**config.mk**
```make
export PLATFORM = sky130hd
export DESIGN_NAME = gpio_irq_port
export DESIGN_NICKNAME = d
export VERILOG_FILES = /design/src/rtl/gpio_irq_pkg.sv /design/src/rtl/gpio_irq_sync.sv /design/src/rtl/gpio_irq_pins.sv /design/src/rtl/gpio_irq_regs.sv /design/src/rtl/gpio_irq_edge.sv /design/src/rtl/gpio_irq_port.sv
export SDC_FILE = /design/constraint.sdc
export NUM_CORES = 1
export LEC_CHECK = 0
export BUFFER_PORTS_ARGS = -buffer_cell sky130_fd_sc_hd__buf_4
export CORE_MARGIN = 2
export CORE_UTILIZATION = 54
export CTS_CLUSTER_SIZE = 40
export DETAILED_ROUTE_END_ITERATION = 10
export GPL_TIMING_DRIVEN = 0
export HOLD_SLACK_MARGIN = 0.12
export PLACE_DENSITY_LB_ADDON = 0.2
export SYNTH_ARGS = -nofsm -noshare
export SYNTH_HDL_FRONTEND = slang
export SYNTH_SLANG_ARGS = --single-unit
```
**constraint.sdc**
```tcl
create_clock -name clk -period 1.96 [get_ports clk]
set_clock_uncertainty 0.15 [all_clocks]
set_input_delay 0 -clock clk [delete_from_list [all_inputs] [get_ports clk]]
set_output_delay 0 -clock clk [all_outputs]
set_load 0.01 [all_outputs]
```
**src/rtl/gpio_irq_pkg.sv**
```systemverilog
package gpio_irq_pkg;
  localparam int REG_AW = 3;

  localparam logic [REG_AW-1:0] A_LEVELS = 3'd0;
  localparam logic [REG_AW-1:0] A_ENABLE = 3'd1;
  localparam logic [REG_AW-1:0] A_MODE   = 3'd2;
  localparam logic [REG_AW-1:0] A_CTRL   = 3'd3;
  localparam logic [REG_AW-1:0] A_STATUS = 3'd4;
  localparam logic [REG_AW-1:0] A_ACK    = 3'd5;

  typedef enum logic {
    MODE_LOW    = 1'b0,
    MODE_CHANGE = 1'b1
  } irq_mode_e;

  // Does one pin qualify for a request under the given mode?
  function automatic logic pin_qualifies(input logic armed, input irq_mode_e mode,
                                         input logic level, input logic snap);
    logic hit;
    hit = (mode == MODE_CHANGE) ? (level ^ snap) : ~level;
    return armed & hit;
  endfunction

  // Gate that lets a falling shared line become a system interrupt
  function automatic logic irq_gate(input logic gpio_mask, input logic global_en);
    return gpio_mask & global_en;
  endfunction
endpackage

```
**src/rtl/gpio_irq_sync.sv**
```systemverilog
module gpio_irq_sync #(
  parameter int W = 8
) (
  input  logic         clk,
  input  logic         rst_n,
  input  logic [W-1:0] d_async,
  output logic [W-1:0] d_sync
);
  logic [W-1:0] stage1;
  logic [W-1:0] stage2;

  always_ff @(posedge clk or negedge rst_n) begin
    if (!rst_n) begin
      stage1 <= '0;
      stage2 <= '0;
    end else begin
      stage1 <= d_async;
      stage2 <= stage1;
    end
  end

  assign d_sync = stage2;
endmodule

```
**src/rtl/gpio_irq_pins.sv**
```systemverilog
module gpio_irq_pins
  import gpio_irq_pkg::*;
#(
  parameter int NPIN = 8
) (
  input  logic            clk,
  input  logic            rst_n,
  input  logic [NPIN-1:0] level,
  input  logic [NPIN-1:0] armed,
  input  irq_mode_e       mode,
  input  logic            capture,
  output logic [NPIN-1:0] snap,
  output logic [NPIN-1:0] req,
  output logic            line_n
);
  logic [NPIN-1:0] pin_drive_n;

  always_ff @(posedge clk or negedge rst_n) begin
    if (!rst_n) snap <= '0;
    else if (capture) snap <= level;
  end

  for (genvar i = 0; i < NPIN; i++) begin : g_pin
    assign req[i]         = pin_qualifies(armed[i], mode, level[i], snap[i]);
    assign pin_drive_n[i] = ~req[i];
  end

  // Wired-OR of open-drain outputs: line is high only if nobody pulls it low
  assign line_n = &pin_drive_n;

  a_r4_read_moves_snapshot: assert property (@(posedge clk) disable iff (!rst_n)
    capture |=> (snap == $past(level)));

  a_r1_low_pin_pulls_line: assert property (@(posedge clk) disable iff (!rst_n)
    ((mode == MODE_LOW) && |(armed & ~level)) |-> !line_n);

  a_r3_unarmed_silent: assert property (@(posedge clk) disable iff (!rst_n)
    (armed == '0) |-> line_n);
endmodule

```
**src/rtl/gpio_irq_regs.sv**
```systemverilog
module gpio_irq_regs
  import gpio_irq_pkg::*;
#(
  parameter int NPIN = 8
) (
  input  logic              clk,
  input  logic              rst_n,
  input  logic              wr_en,
  input  logic              rd_en,
  input  logic [REG_AW-1:0] addr,
  input  logic [NPIN-1:0]   wdata,
  input  logic [NPIN-1:0]   level,
  input  logic [NPIN-1:0]   req,
  output logic [NPIN-1:0]   rdata,
  output logic [NPIN-1:0]   armed,
  output irq_mode_e         mode,
  output logic              gpio_mask,
  output logic              global_en,
  output logic              capture,
  output logic              ack
);
  logic [NPIN-1:0] rd_mux;

  assign capture = rd_en && (addr == A_LEVELS);
  assign ack     = wr_en && (addr == A_ACK) && wdata[0];

  always_ff @(posedge clk or negedge rst_n) begin
    if (!rst_n) begin
      armed     <= '0;
      mode      <= MODE_LOW;
      gpio_mask <= 1'b0;
      global_en <= 1'b0;
    end else if (wr_en) begin
      case (addr)
        A_ENABLE: armed <= wdata;
        A_MODE:   mode  <= irq_mode_e'(wdata[0]);
        A_CTRL: begin
          gpio_mask <= wdata[0];
          global_en <= wdata[1];
        end
        default: ;
      endcase
    end
  end

  always_comb begin
    rd_mux = '0;
    case (addr)
      A_LEVELS: rd_mux = level;
      A_ENABLE: rd_mux = armed;
      A_MODE:   rd_mux[0] = mode;
      A_CTRL:   rd_mux[1:0] = {global_en, gpio_mask};
      A_STATUS: rd_mux = req;
      default:  rd_mux = '0;
    endcase
  end

  always_ff @(posedge clk or negedge rst_n) begin
    if (!rst_n) rdata <= '0;
    else if (rd_en) rdata <= rd_mux;
  end
endmodule

```
**src/rtl/gpio_irq_edge.sv**
```systemverilog
module gpio_irq_edge
  import gpio_irq_pkg::*;
(
  input  logic clk,
  input  logic rst_n,
  input  logic line_n,
  input  logic gpio_mask,
  input  logic global_en,
  input  logic ack,
  output logic pending
);
  logic line_q;
  logic line_qq;
  logic fall_evt;
  logic gate_open;

  always_ff @(posedge clk or negedge rst_n) begin
    if (!rst_n) begin
      line_q  <= 1'b1;
      line_qq <= 1'b1;
    end else begin
      line_q  <= line_n;
      line_qq <= line_q;
    end
  end

  assign fall_evt  = line_qq & ~line_q;
  assign gate_open = irq_gate(gpio_mask, global_en);

  // A new event wins over a simultaneous acknowledge
  always_ff @(posedge clk or negedge rst_n) begin
    if (!rst_n) pending <= 1'b0;
    else if (fall_evt && gate_open) pending <= 1'b1;
    else if (ack) pending <= 1'b0;
  end

  a_r6_set_needs_fall: assert property (@(posedge clk) disable iff (!rst_n)
    $rose(pending) |-> $past(fall_evt));

  a_r7_set_needs_gate: assert property (@(posedge clk) disable iff (!rst_n)
    $rose(pending) |-> $past(gate_open));

  a_r8_ack_clears: assert property (@(posedge clk) disable iff (!rst_n)
    (ack && !(fall_evt && gate_open)) |=> !pending);
endmodule

```
**src/rtl/gpio_irq_port.sv**
```systemverilog
module gpio_irq_port
  import gpio_irq_pkg::*;
#(
  parameter int NPIN = 8
) (
  input  logic              clk,
  input  logic              rst_n,
  input  logic [NPIN-1:0]   pin_in,
  input  logic              wr_en,
  input  logic              rd_en,
  input  logic [REG_AW-1:0] addr,
  input  logic [NPIN-1:0]   wdata,
  output logic [NPIN-1:0]   rdata,
  output logic              line_n,
  output logic              irq
);
  logic [NPIN-1:0] level;
  logic [NPIN-1:0] armed;
  logic [NPIN-1:0] snap;
  logic [NPIN-1:0] req;
  irq_mode_e       mode;
  logic            gpio_mask;
  logic            global_en;
  logic            capture;
  logic            ack;

  gpio_irq_sync #(.W(NPIN)) u_sync (
    .clk(clk), .rst_n(rst_n), .d_async(pin_in), .d_sync(level)
  );

  gpio_irq_regs #(.NPIN(NPIN)) u_regs (
    .clk(clk), .rst_n(rst_n), .wr_en(wr_en), .rd_en(rd_en), .addr(addr),
    .wdata(wdata), .level(level), .req(req), .rdata(rdata), .armed(armed),
    .mode(mode), .gpio_mask(gpio_mask), .global_en(global_en),
    .capture(capture), .ack(ack)
  );

  gpio_irq_pins #(.NPIN(NPIN)) u_pins (
    .clk(clk), .rst_n(rst_n), .level(level), .armed(armed), .mode(mode),
    .capture(capture), .snap(snap), .req(req), .line_n(line_n)
  );

  gpio_irq_edge u_edge (
    .clk(clk), .rst_n(rst_n), .line_n(line_n), .gpio_mask(gpio_mask),
    .global_en(global_en), .ack(ack), .pending(irq)
  );

  a_r10_mode_release: assert property (@(posedge clk) disable iff (!rst_n)
    (req == '0) |-> line_n);
endmodule

```
**Word-level counts from Yosys, hierarchy flattened**

Index checks and enable logic that the tools add are counted.

- Register bits after elaboration: 46
- Latch bits: 0
- RAM bits: 0
- Memory bits (read-only): 0
- Input port bits: 23
- Logic and storage cells: 74
- Memories: 0

- $add $sub $neg: 0
- Multiply operators: 0
- Divide/modulo/power cells: 0
- Order comparisons: 0
- Eq/ne operators: 5
- Shift operators: 0
- Multiplexer cells: 13
- Bitwise operators: 35
- Reduce and logical (&&, ||, !) cells: 10

Operator list:

| operator | number |
|---|---|
| 6-bit case mux with 3 select lines | 1 |
| 1-bit inverter | 17 |
| 1-bit bitwise AND | 10 |
| 1-bit 2-to-1 mux | 10 |
| 8-bit AND reduction | 1 |
| 1-bit bitwise XOR | 8 |
| 3-bit by 2-bit equality test with 1-bit output, second input constant | 2 |
| 3-bit equality test, second input constant | 2 |
| 2-bit AND reduction | 3 |
| 1-bit case mux with 5 select lines | 1 |
| 1-bit logical AND | 4 |
| 1-bit case mux with 4 select lines | 1 |
| 3-bit by 1-bit equality test with 1-bit output, second input constant | 1 |
| 3-bit logical NOT | 1 |
| 2-bit nonzero test | 1 |

**Logic depth before layout (Yosys ltp)**

Gate-level depths: netlist (run 1).

- Depth in word-level cells: 5
- Gate-level depth with buffers: 6
- Gate-level depth less buffers: 4

**By module**

From an unflattened synthesis (run 1), not the netlist that was laid out.

- Cells, all modules: 147
- Area total of the unflattened synthesis: 1981.9 sq um

By module, submodules not included:

| module | times used | cells each | area an instance (sq um) | sequential area each (sq um) |
|---|---|---|---|---|
| gpio_irq_regs | 1 | 77 | 969.7 | 475.5 |
| gpio_irq_pins | 1 | 48 | 516.7 | 200.2 |
| gpio_irq_sync | 1 | 16 | 400.4 | 400.4 |
| gpio_irq_edge | 1 | 6 | 95.1 | 77.6 |

**Worst setup path after synthesis (run 1)**

OpenSTA, ideal clock, no wires.

- Path type: reg2reg
- Start point: register u_regs.mode
- End point: register u_edge.line_q
- Data arrival time: 1.330 ns
- Data required time: 1.728 ns
- Slack: 0.398 ns
- Cell stages (with the launch flop): 5
- Period minus slack after synthesis: 1.562 ns
- Path through: dfrtp_1 -> and2b_1 -> xnor2_1 -> a2111oi_0 -> and4_1

- Cells in the longest elaborated chain, start to end: 4
- Elaborated cells on any way between the ends: 25
- Classes of those cells: mux (8); bitwise (16); reduce/logical (1)

Ends and longest elaborated chain:

| what | line | text |
|---|---|---|
| start: declaration | gpio_irq_regs.sv:16 | `output irq_mode_e mode,` |
| start signal: assignment | gpio_irq_regs.sv:36 | `A_MODE: mode <= irq_mode_e'(wdata[0]);` |
| 1-bit 2-to-1 mux | gpio_irq_pkg.sv:20 | `hit = (mode == MODE_CHANGE) ? (level ^ snap) : ~level;` |
| 1-bit bitwise AND | gpio_irq_pkg.sv:21 | `return armed & hit;` |
| 1-bit inverter | gpio_irq_pins.sv:25 | `assign pin_drive_n[i] = ~req[i];` |
| 8-bit AND reduction * | gpio_irq_pins.sv:29 | `assign line_n = &pin_drive_n;` |
| named net line_n | gpio_irq_port.sv:14 | `output logic line_n,` |
| end signal: assignment | gpio_irq_edge.sv:22 | `line_q <= line_n;` |
| end: declaration | gpio_irq_edge.sv:12 | `logic line_q;` |

The timed path passes the listed nets; every way through them passes the cells marked *.
A chain may end at the register's enable or synchronous reset.

**Final worst setup path (run 1)**

- Start point: register u_regs.mode
- End point: output line_n

- Cells in the longest elaborated chain, start to end: 4
- Elaborated cells on any way between the ends: 25
- Classes of those cells: mux (8); bitwise (16); reduce/logical (1)

Ends and longest elaborated chain:

| what | line |
|---|---|
| 1-bit 2-to-1 mux | gpio_irq_pkg.sv:20 |
| 1-bit bitwise AND | gpio_irq_pkg.sv:21 |
| 1-bit inverter | gpio_irq_pins.sv:25 |
| 8-bit AND reduction * | gpio_irq_pins.sv:29 |
| end: declaration | gpio_irq_port.sv:14 |

Mark *: on every way between the ends. The rest lies on a longest branch, timed or not.

==> results of run 1 <==
==> final timing paths <==
path	slack, ns	to	cells past startpoint
max	-0.09	line_n	5
min	0.13	u_sync.stage1[7]$_DFF_PN0_	2
max reg2reg	0.21	u_edge.line_q$_DFF_PN1_	5
min reg2reg	0.21	u_sync.d_sync[6]$_DFF_PN0_	0
max in group asynchronous	0.70	u_regs.mode$_DFFE_PN0P_	3
min in group asynchronous	0.55	u_regs.rdata[0]$_DFFE_PN0P_	3
==> per-layer routing <==
metal / track usage, % / vias to the layer above / share of wire (%)
met5: 0 / - / 0
met1: 29.71 / 687 / 42
met4: 9.167 / 0 / 1.3
li1: - / 656 / -
met2: 41.09 / 48 / 52
met3: 4.286 / 6 / 4.9
==> critical path, cell delays in order, from the launching register on <==
cell and delay [ns]:
dfrtp_2 0.50, and2b_1 0.20, xnor2_1 0.15, a2111oi_2 0.31, and4_4 0.29, buf_6 0.10
==> logic make-up (layout without fill, tap and decap cells) <==
family,after synthesis,in the layout
DFF,46,46
and+or+nand+nor,43,43
muxes,24,24
AOI/OAI and AO/OA,14,14
xor gates and xnor gates,5,5
buffers and inverters,4,84
==> flip-flops by register name (all words and copies together) (netlist names) <==
name	count
u_edge.line_q	1
u_regs.armed	8
u_sync.d_sync	8
u_pins.snap	8
u_edge.line_qq	1
u_sync.stage1	8
u_regs.rdata	8
u_regs.gpio_mask	1
u_edge.pending	1
u_regs.global_en	1
u_regs.mode	1
==> stage by stage <==
step / power, mW / hold WS [ns] / instances
3_5_place_dp: 1.641 / -0.1185 / 213
2_1_floorplan: 1.455 / -0.4456 / 136
6_report: 2.280 / 0.1294 / 262
4_1_cts: 2.237 / 0.1265 / 261
5_1_grt: 2.394 / 0.1257 / 262
3_3_place_gp: 1.618 / -0.1219 / 213
==> placed cells by master, fill, tap and decap left out, types with 5 or more instances in the layout <==
master          n
dlygate4sd3_1  37
buf_4          34
dfrtp_1        43
nand3_1         6
xnor2_1         5
nand2_1        13
clkbuf_4        5
mux2_2         19
nor2b_1         6
a222oi_1        6
==> report_power, final <==
part           switching [mW]  total [mW]  internal [mW]
Clock                   0.296       0.469          0.173
Combinational           0.215       0.595          0.380
Sequential              0.112        1.22           1.10
Total                   0.624        2.28           1.66
==> area by class of cell <==
cell class | instances | area, µm² | area share (%)
sequential | 46 | 1155 | 43.27
timing repair buffer | 72 | 636.9 | 23.86
inverter | 1 | 3.754 | 0.1406
buffer | 3 | 26.28 | 0.9845
clock buffer | 6 | 51.30 | 1.922
tap | 46 | 57.56 | 2.157
clock inverter | 2 | 12.51 | 0.4688
multi-input combinational | 86 | 725.7 | 27.19
==> repair_timing <==
action | CTS | global route
hold buffers | 37 | 0
endpoints found under the setup margin | 1 | 3
gates resized for setup | 2 | 8
hold endpoints to repair | 82 | 0
pin swaps | 2 | 2
buffers inserted | 3 | 1
==> flow_summary.yaml, run 1 <==
run_status:
  status: "finished with violations"
  violations: "negative setup slack"
yosys:
  synth_top_family_by_area: "multiplexers"
  synth_top_area_cell: "dfrtp_1"
  synth.distinct_cells: 27
  synth_edf_count: 0
  ys_seq_elements: 46
  async_reset_ff_share_pct: 100.0
  synthAdderAreaFrac_pct: 0
  synthMuxAreaShare_pct: 14.67
  synth_top_cell_area_share_pct: 58.43
  synth_area_mm2: 0.001884
  ys_warn_count: 0
  synth_nets: 159
  synthTopCellsByArea: "dfrtp_1 (58%), mux2_2 (11%), a222oi_1 (3.2%)"
  postSynthAreaPerCell_um2: 13.86
  ys_seq_area_share_pct: 61.22
  synth_cells: 136
  yosysMostFrequentCell: "dfrtp_1"
  synthFlopType: "dfrtp_1"
  synthSimpleGateAreaFrac_pct: 14.14
  synth_compound_gate_area_share_pct: 6.042
  synth_common_cells: "dfrtp_1 (44), mux2_2 (19), nand2_1 (13)"
  synth_xor_area_share_pct: 2.324
place:
  port_buffers: 31
  dp_hpwl_mm: 2.454
  place_area_mm2: 0.002175
  dp_slack_ns: 0.1369
  gp_congestion: 0.8199
grt:
  grt_pass1_vias: 1543
  grt_max_degree: 47
  grt_first_pass_wirelength_mm: 7.189
  grt_use_total_pct: 23.77
  grt_overflow: 0
  grt_antenna_before_repair: 0
detailed_routing:
  antenna_left: 0
  wl_mm: 4.232
  drt_iter0_drc: 123
  post-route-drc-count: 0
  vias_per_cell: 5.332
  wl_per_cell_um: 16.15
  num_vias: 1397
  dr.pass1.iters: 4
cells_and_area:
  design_area_mm2: 0.002669
  final_layout_size_suffix_gt1_share_pct: 35.65
  fin_nets: 238
  syn_to_final_growth_pct: 41.63
  n_antenna_cell: 0
  fin_util_pct: 79.98
  fill_cells: 212
clock_tree:
  clockBufferDepth: 2
  insertion_delay_ns: 0.35
  cts-buffers-inserted: 5
  cts_sinks: 46
  cts_tree: "built"
  clk_pin_slew_worst_paths_ns: 0.13
  root_buffer: "clkbuf_4"
  cts_max_level: 2
power_and_ir_drop:
  peakVddDrop_v: 0.0005262
  power_leakage_nw: 1.198
  power_density_mw_per_mm2: 854.4
hold_path:
  min-delay-start: "pin_in[7]"
  hold_class: "in -> reg"
critical_path:
  critPathLaunch: "u_regs.mode$_DFFE_PN0P_"
  cp.arrival_ns: 1.90
  startpoint_type: "flip-flop"
  crit_type: "reg -> out"
  worst-path-max-fanout: 8
  cp.required_ns: 1.81
  endpoint_kind: "primary output"
  reg2reg_from: "u_regs.mode$_DFFE_PN0P_"
die:
  die_area_mm2: 0.003978
  ios: 33
  start_util_pct: 56.47
  core.rowCount: 21
  dieWidth_um: 63.07
  die_h_um: 63.07
  core_region_area_mm2: 0.003337
run:
  maxCapViolCount: 0
timing:
  post-route-period-util_pct: 104.6
  slew_headroom_pct: 61.59
  setup_viol_count_final: 1
  fmax_ghz: 0.4875
  max_slew.worst_pin.slew_ns: 0.5740
  grt_setup_unrepaired: "true"
  drv_slew: 0
  hold_violations: 0
  setup_tns_ns: -0.09111
  fin_crit_ns: 2.051
  setup_ws_ns: -0.09111
Power figures use the tool's default switching activity.
==> run 2, diff against run 1 <==
--- a/config.mk
+++ b/config.mk
@@ -6,8 +6,10 @@
 export NUM_CORES = 1
 export LEC_CHECK = 0
 export BUFFER_PORTS_ARGS = -buffer_cell sky130_fd_sc_hd__buf_4
+export CELL_PAD_IN_SITES_DETAIL_PLACEMENT = 1
+export CELL_PAD_IN_SITES_GLOBAL_PLACEMENT = 1
 export CORE_MARGIN = 2
-export CORE_UTILIZATION = 54
+export CORE_UTILIZATION = 44
 export CTS_CLUSTER_SIZE = 40
 export DETAILED_ROUTE_END_ITERATION = 10
 export GPL_TIMING_DRIVEN = 0
==> run 2 against run 1 <==
Compared with the run above: the run still ends with negative setup slack left; clock-buffer cell count unchanged; sequential power about the same; die area increased by 21%; via count increased by 3.1%; flip-flop and latch count unchanged; critical endpoint unchanged; register-to-register slack got worse by 0.14 ns; combinational power increased by 7.4%; critical path type unchanged; largest power group unchanged; final area increased by 1.3%; first-iteration DRC count decreased by 13%; core utilization decreased by 13 points; global-route usage decreased by 0.69 points; clock power increased by 20%.
==> flow_summary.yaml, run 2 (synthesis results as in run 1) <==
timing:
  slew_headroom_pct: 62.06
  hold_violations: 0
  drv_slew: 0
  max_slew.worst_pin.slew_ns: 0.5692
  grt_setup_unrepaired: "true"
  setup_tns_ns: -0.1019
  setup_viol_count_final: 1
  post-route-period-util_pct: 105.2
  fmax_ghz: 0.4850
  setup_ws_ns: -0.1019
  fin_crit_ns: 2.062
die:
  die_h_um: 69.44
  dieWidth_um: 69.44
  core.rowCount: 23
  ios: 33
  start_util_pct: 46.44
  core_region_area_mm2: 0.004058
  die_area_mm2: 0.004822
cells_and_area:
  syn_to_final_growth_pct: 43.43
  design_area_mm2: 0.002703
  n_antenna_cell: 0
  layout_common_cells: "dfrtp_1 (43), dlygate4sd3_1 (36), buf_4 (33)"
  final_layout_size_suffix_gt1_share_pct: 35.35
  fin_nets: 237
  final_common_cell: "dfrtp_1"
critical_path:
  reg2reg_from: "u_regs.mode$_DFFE_PN0P_"
  cp.depth: 5
  max_stage_delay_ns: 0.47
  r2r_cells: 6
  crit_family: "simple AND/OR/NAND/NOR gates"
  crit_type: "reg -> out"
  endpoint_kind: "primary output"
  crit_chain: "and2b_2, xnor2_4, a2111oi_4, and4_4, buf_6"
  regToRegSetupSlack_ns: 0.07
  critical_path_buf_inv_count: 1
  slowest_stage: "dfrtp_2"
  worst-path-max-fanout: 6
  startpoint_type: "flip-flop"
  reg2reg_to: "u_edge.line_q$_DFF_PN1_"
  cp.arrival_ns: 1.91
  cp.required_ns: 1.81
detailed_routing:
  wl_mm: 5.238
  drt_iter0_drc: 107
  dr.pass1.iters: 4
  antenna_left: 0
  vias_per_cell: 5.434
  wl_per_cell_um: 19.77
  post-route-drc-count: 0
  num_vias: 1440
place:
  dp_hpwl_mm: 2.913
  gp_congestion: 0.7410
  place_area_mm2: 0.002180
  dp_slack_ns: 0.1431
  port_buffers: 31
hold_path:
  min_to: "u_pins.snap[4]$_DFFE_PN0P_"
  hold_class: "in -> reg"
  min-delay-start: "addr[2]"
  whs_path_depth: 4
clock_tree:
  clockBufferDepth: 2
  cts-buffers-inserted: 5
  cts_tree: "built"
  root_buffer: "clkbuf_8"
  insertion_delay_ns: 0.31
  cts_sinks: 46
  clk_pin_slew_worst_paths_ns: 0.08
  cts_max_level: 2
run_status:
  status: "finished with violations"
  violations: "negative setup slack"
grt:
  grt_first_pass_wirelength_mm: 8.307
  grt_antenna_before_repair: 0
  grt_use_total_pct: 23.08
  grt_overflow: 0
  grt_pass1_vias: 1631
  grt_max_degree: 47
power_and_ir_drop:
  power_density_mw_per_mm2: 896.4
  peakVddDrop_v: 0.0006334
  power_leakage_nw: 1.210
run:
  maxCapViolCount: 0
run 2: timing repair:
item	in CTS	in global routing
gates resized for setup	1	9
endpoints found under the setup margin	1	2
endpoints found under the hold margin	76	0
hold buffers	36	0
buffers inserted	3	1
pin swaps	2	2
run 2: how the worst max path moves through the flow:
| stage | start | endpoint | slack, ns |
|---|---|---|---|
| after floorplan | u_regs.mode$_DFFE_PN0P_ | u_edge.line_q$_DFF_PN1_ | 0.40 |
| after global placement | u_regs.mode$_DFFE_PN0P_ | line_n | 0.16 |
| after detailed placement | u_regs.mode$_DFFE_PN0P_ | line_n | 0.14 |
| after CTS | u_regs.mode$_DFFE_PN0P_ | line_n | -0.05 |
| after global routing | u_regs.mode$_DFFE_PN0P_ | line_n | -0.15 |
| final | u_regs.mode$_DFFE_PN0P_ | line_n | -0.10 |
run 2: where the power goes:
group / internal, mW / leakage [nW] / switching, mW
combinational: 0.384 / 0.612 / 0.256
clock: 0.247 / 0.0450 / 0.317
sequential: 1.10 / 0.553 / 0.115
total: 1.74 / 1.21 / 0.687
run 2: worst min-delay path: stages:
cell,delay [ns]
buf_4,0.14
nand2b_4,0.15
nor3_2,0.08
mux2_2,0.22
run 2: per-stage QoR:
stage | power (mW) | hold WS (ns) | utilization, % | cells
floorplan | 1.455 | -0.4456 | - | 136
global placement | 1.628 | -0.1212 | 53.72 | 217
detailed placement | 1.659 | -0.1108 | 53.72 | 217
CTS | 2.347 | 0.1333 | 65.16 | 264
global route | 2.541 | 0.1802 | 66.61 | 265
finish | 2.423 | 0.1688 | 66.61 | 265
run 2: per-layer routing:
| layer | part of all wire (%) | GRT usage, % | vias up |
|---|---|---|---|
| met5 | 0 | 0 | - |
| met4 | 1.5 | 8.279 | 0 |
| li1 | - | - | 641 |
| met3 | 4.3 | 5.959 | 8 |
| met2 | 55 | 38.89 | 42 |
| met1 | 39 | 28.69 | 749 |
run 2: layout make-up:
type,count,area [µm²]
clock inverter,2,10.01
fill,407,1355
buffer,3,26.28
inverter,1,3.754
timing repair buffer,71,624.3
clock buffer,6,72.57
tap,50,62.56
multi-input combinational,86,748.2
sequential,46,1155
==> run 3, diff against run 2 <==
--- a/config.mk
+++ b/config.mk
@@ -10,6 +10,7 @@
 export CELL_PAD_IN_SITES_GLOBAL_PLACEMENT = 1
 export CORE_MARGIN = 2
 export CORE_UTILIZATION = 44
+export CTS_BUF_LIST = sky130_fd_sc_hd__clkbuf_8 sky130_fd_sc_hd__clkbuf_16
 export CTS_CLUSTER_SIZE = 40
 export DETAILED_ROUTE_END_ITERATION = 10
 export GPL_TIMING_DRIVEN = 0
==> run 3 against run 2 <==
Compared with the run above: the flow still finishes with violations (negative setup slack); non-clock buffer count unchanged; sequential power is essentially flat; fmax is 0.11% lower; clock-buffer cell count down 1; flip-flop and latch count did not move; global-route usage did not move; worst hold slack worse by 0.0020 ns; register-to-register slack barely moved; critical path type unchanged; critical endpoint unchanged; largest cell class unchanged.
==> flow_summary.yaml, run 3 (synthesis results as in run 1) <==
run_status:
  status: "finished with violations"
  violations: "negative setup slack"
hold_path:
  min-delay-start: "addr[2]"
  hold_class: "in -> reg"
  whs_path_depth: 4
  min_to: "u_pins.snap[4]$_DFFE_PN0P_"
detailed_routing:
  drt_iter0_drc: 100
  dr.pass1.iters: 4
  vias_per_cell: 5.408
  antenna_left: 0
  num_vias: 1433
  post-route-drc-count: 0
  wl_mm: 5.232
  wl_per_cell_um: 19.74
clock_tree:
  cts_max_level: 2
  cts_sinks: 46
  root_buffer: "clkbuf_8"
  clockBufferDepth: 2
  cts_tree: "built"
  clk_pin_slew_worst_paths_ns: 0.08
  cts-buffers-inserted: 5
  insertion_delay_ns: 0.31
timing:
  setup_ws_ns: -0.1042
  grt_setup_unrepaired: "true"
  hold_violations: 0
  max_slew.worst_pin.slew_ns: 0.5699
  fmax_ghz: 0.4845
  post-route-period-util_pct: 105.3
  fin_crit_ns: 2.064
  drv_slew: 0
  slew_headroom_pct: 62.01
  whs_ns: 0.1668
  setup_viol_count_final: 1
cells_and_area:
  n_antenna_cell: 0
  fill_cells: 407
  seqCellArea_mm2: 0.001155
  fin_nets: 237
  syn_to_final_growth_pct: 43.43
  layout_common_cells: "dfrtp_1 (43), dlygate4sd3_1 (36), buf_4 (33)"
  final_layout_size_suffix_gt1_share_pct: 35.35
  final_common_cell: "dfrtp_1"
  design_area_mm2: 0.002703
  multi_input_area_um2: 748.2
die:
  ios: 33
  start_util_pct: 46.44
  dieWidth_um: 69.44
  die_h_um: 69.44
  die_area_mm2: 0.004822
  core_region_area_mm2: 0.004058
  core.rowCount: 23
grt:
  grt_antenna_before_repair: 0
  grt_first_pass_wirelength_mm: 8.307
  grt_overflow: 0
  grt_pass1_vias: 1631
  grt_use_total_pct: 23.08
  grt_max_degree: 47
power_and_ir_drop:
  power.switching_mw: 0.6897
  internal_power_mw: 1.730
  peakVddDrop_v: 0.0006220
  power_frac_comb_pct: 26.4
  power_density_mw_per_mm2: 895.4
  power_leakage_nw: 1.214
  seq_power_share_pct: 50.4
  swShare_pct: 28.50
  clockPowerShare_pct: 23.2
place:
  place_area_mm2: 0.002180
  dp_hpwl_mm: 2.913
  gp_congestion: 0.7410
  port_buffers: 31
critical_path:
  regToRegSetupSlack_ns: 0.07
  endpoint_kind: "primary output"
  critPathLaunch: "u_regs.mode$_DFFE_PN0P_"
  reg2reg_from: "u_regs.mode$_DFFE_PN0P_"
  r2r_cells: 6
  reg2reg_to: "u_edge.line_q$_DFF_PN1_"
  cp.arrival_ns: 1.91
  worst-path-max-fanout: 6
  startpoint_type: "flip-flop"
  cp.required_ns: 1.81
  crit_type: "reg -> out"
run:
  maxCapViolCount: 0
## run 3: through the flow
| step | util [%] | std cells | TNS [ns] | worst slack, ns | power (mW) |
|---|---|---|---|---|---|
| 2_1_floorplan | - | 136 | 0 | 0.3983 | 1.455 |
| 3_3_place_gp | 53.72 | 217 | 0 | 0.1581 | 1.628 |
| 3_5_place_dp | 53.72 | 217 | 0 | 0.1431 | 1.659 |
| 4_1_cts | 65.16 | 264 | -0.04947 | -0.04947 | 2.342 |
| 5_1_grt | 66.61 | 265 | -0.1467 | -0.1467 | 2.536 |
| 6_report | 66.61 | 265 | -0.1042 | -0.1042 | 2.420 |
## run 3: cell type report
| type | instances | share of cell area, % |
|---|---|---|
| flip-flops and latches | 46 | 42.73 |
| multi-input cells | 86 | 27.69 |
| repair buffers | 71 | 23.10 |
| clock buffers | 5 | 2.546 |
| well taps | 50 | 2.315 |
| plain buffers | 3 | 0.9722 |
| clock inverters | 3 | 0.5093 |
| inverters | 1 | 0.1389 |
## run 3: worst max-delay path, stage by stage, from the launching register on
cell	delay, ns
dfrtp_2	0.47
and2b_2	0.26
xnor2_4	0.15
a2111oi_4	0.35
and4_4	0.28
buf_6	0.10
## run 3: worst max-delay path by stage
stage | endpoint | slack [ns] | depth (start not counted)
after global placement | line_n | 0.16 | 5
after CTS | line_n | -0.05 | 5
after detailed placement | line_n | 0.14 | 5
final | line_n | -0.10 | 5
after global routing | line_n | -0.15 | 5
after floorplan | u_edge.line_q$_DFF_PN1_ | 0.40 | 4
## run 3: power groups by stage
stage / Combinational (mW) / Sequential, mW / Clock (mW)
after detailed placement: 0.426 / 1.23 / 0
after floorplan: 0.246 / 1.21 / 0
after CTS: 0.561 / 1.21 / 0.571
after global routing: 0.689 / 1.24 / 0.607
final: 0.640 / 1.22 / 0.561
after global placement: 0.407 / 1.22 / 0
## run 3: per-layer routing
layer / vias to the layer above / track usage (%) / wire [µm]
li1: 641 / - / -
met5: - / 0 / 0
met1: 742 / 28.69 / 2079
met4: 0 / 8.279 / 78
met2: 42 / 38.89 / 2862
met3: 8 / 5.959 / 211
## run 3: timing repair
| item | CTS | global route |
|---|---|---|
| hold buffers | 36 | 0 |
| cloned | 0 | 0 |
| hold endpoints to repair | 76 | 0 |
| resized for setup | 1 | 9 |
| setup buffers | 3 | 1 |
| pin swaps | 2 | 2 |
| setup endpoints to repair | 1 | 2 |
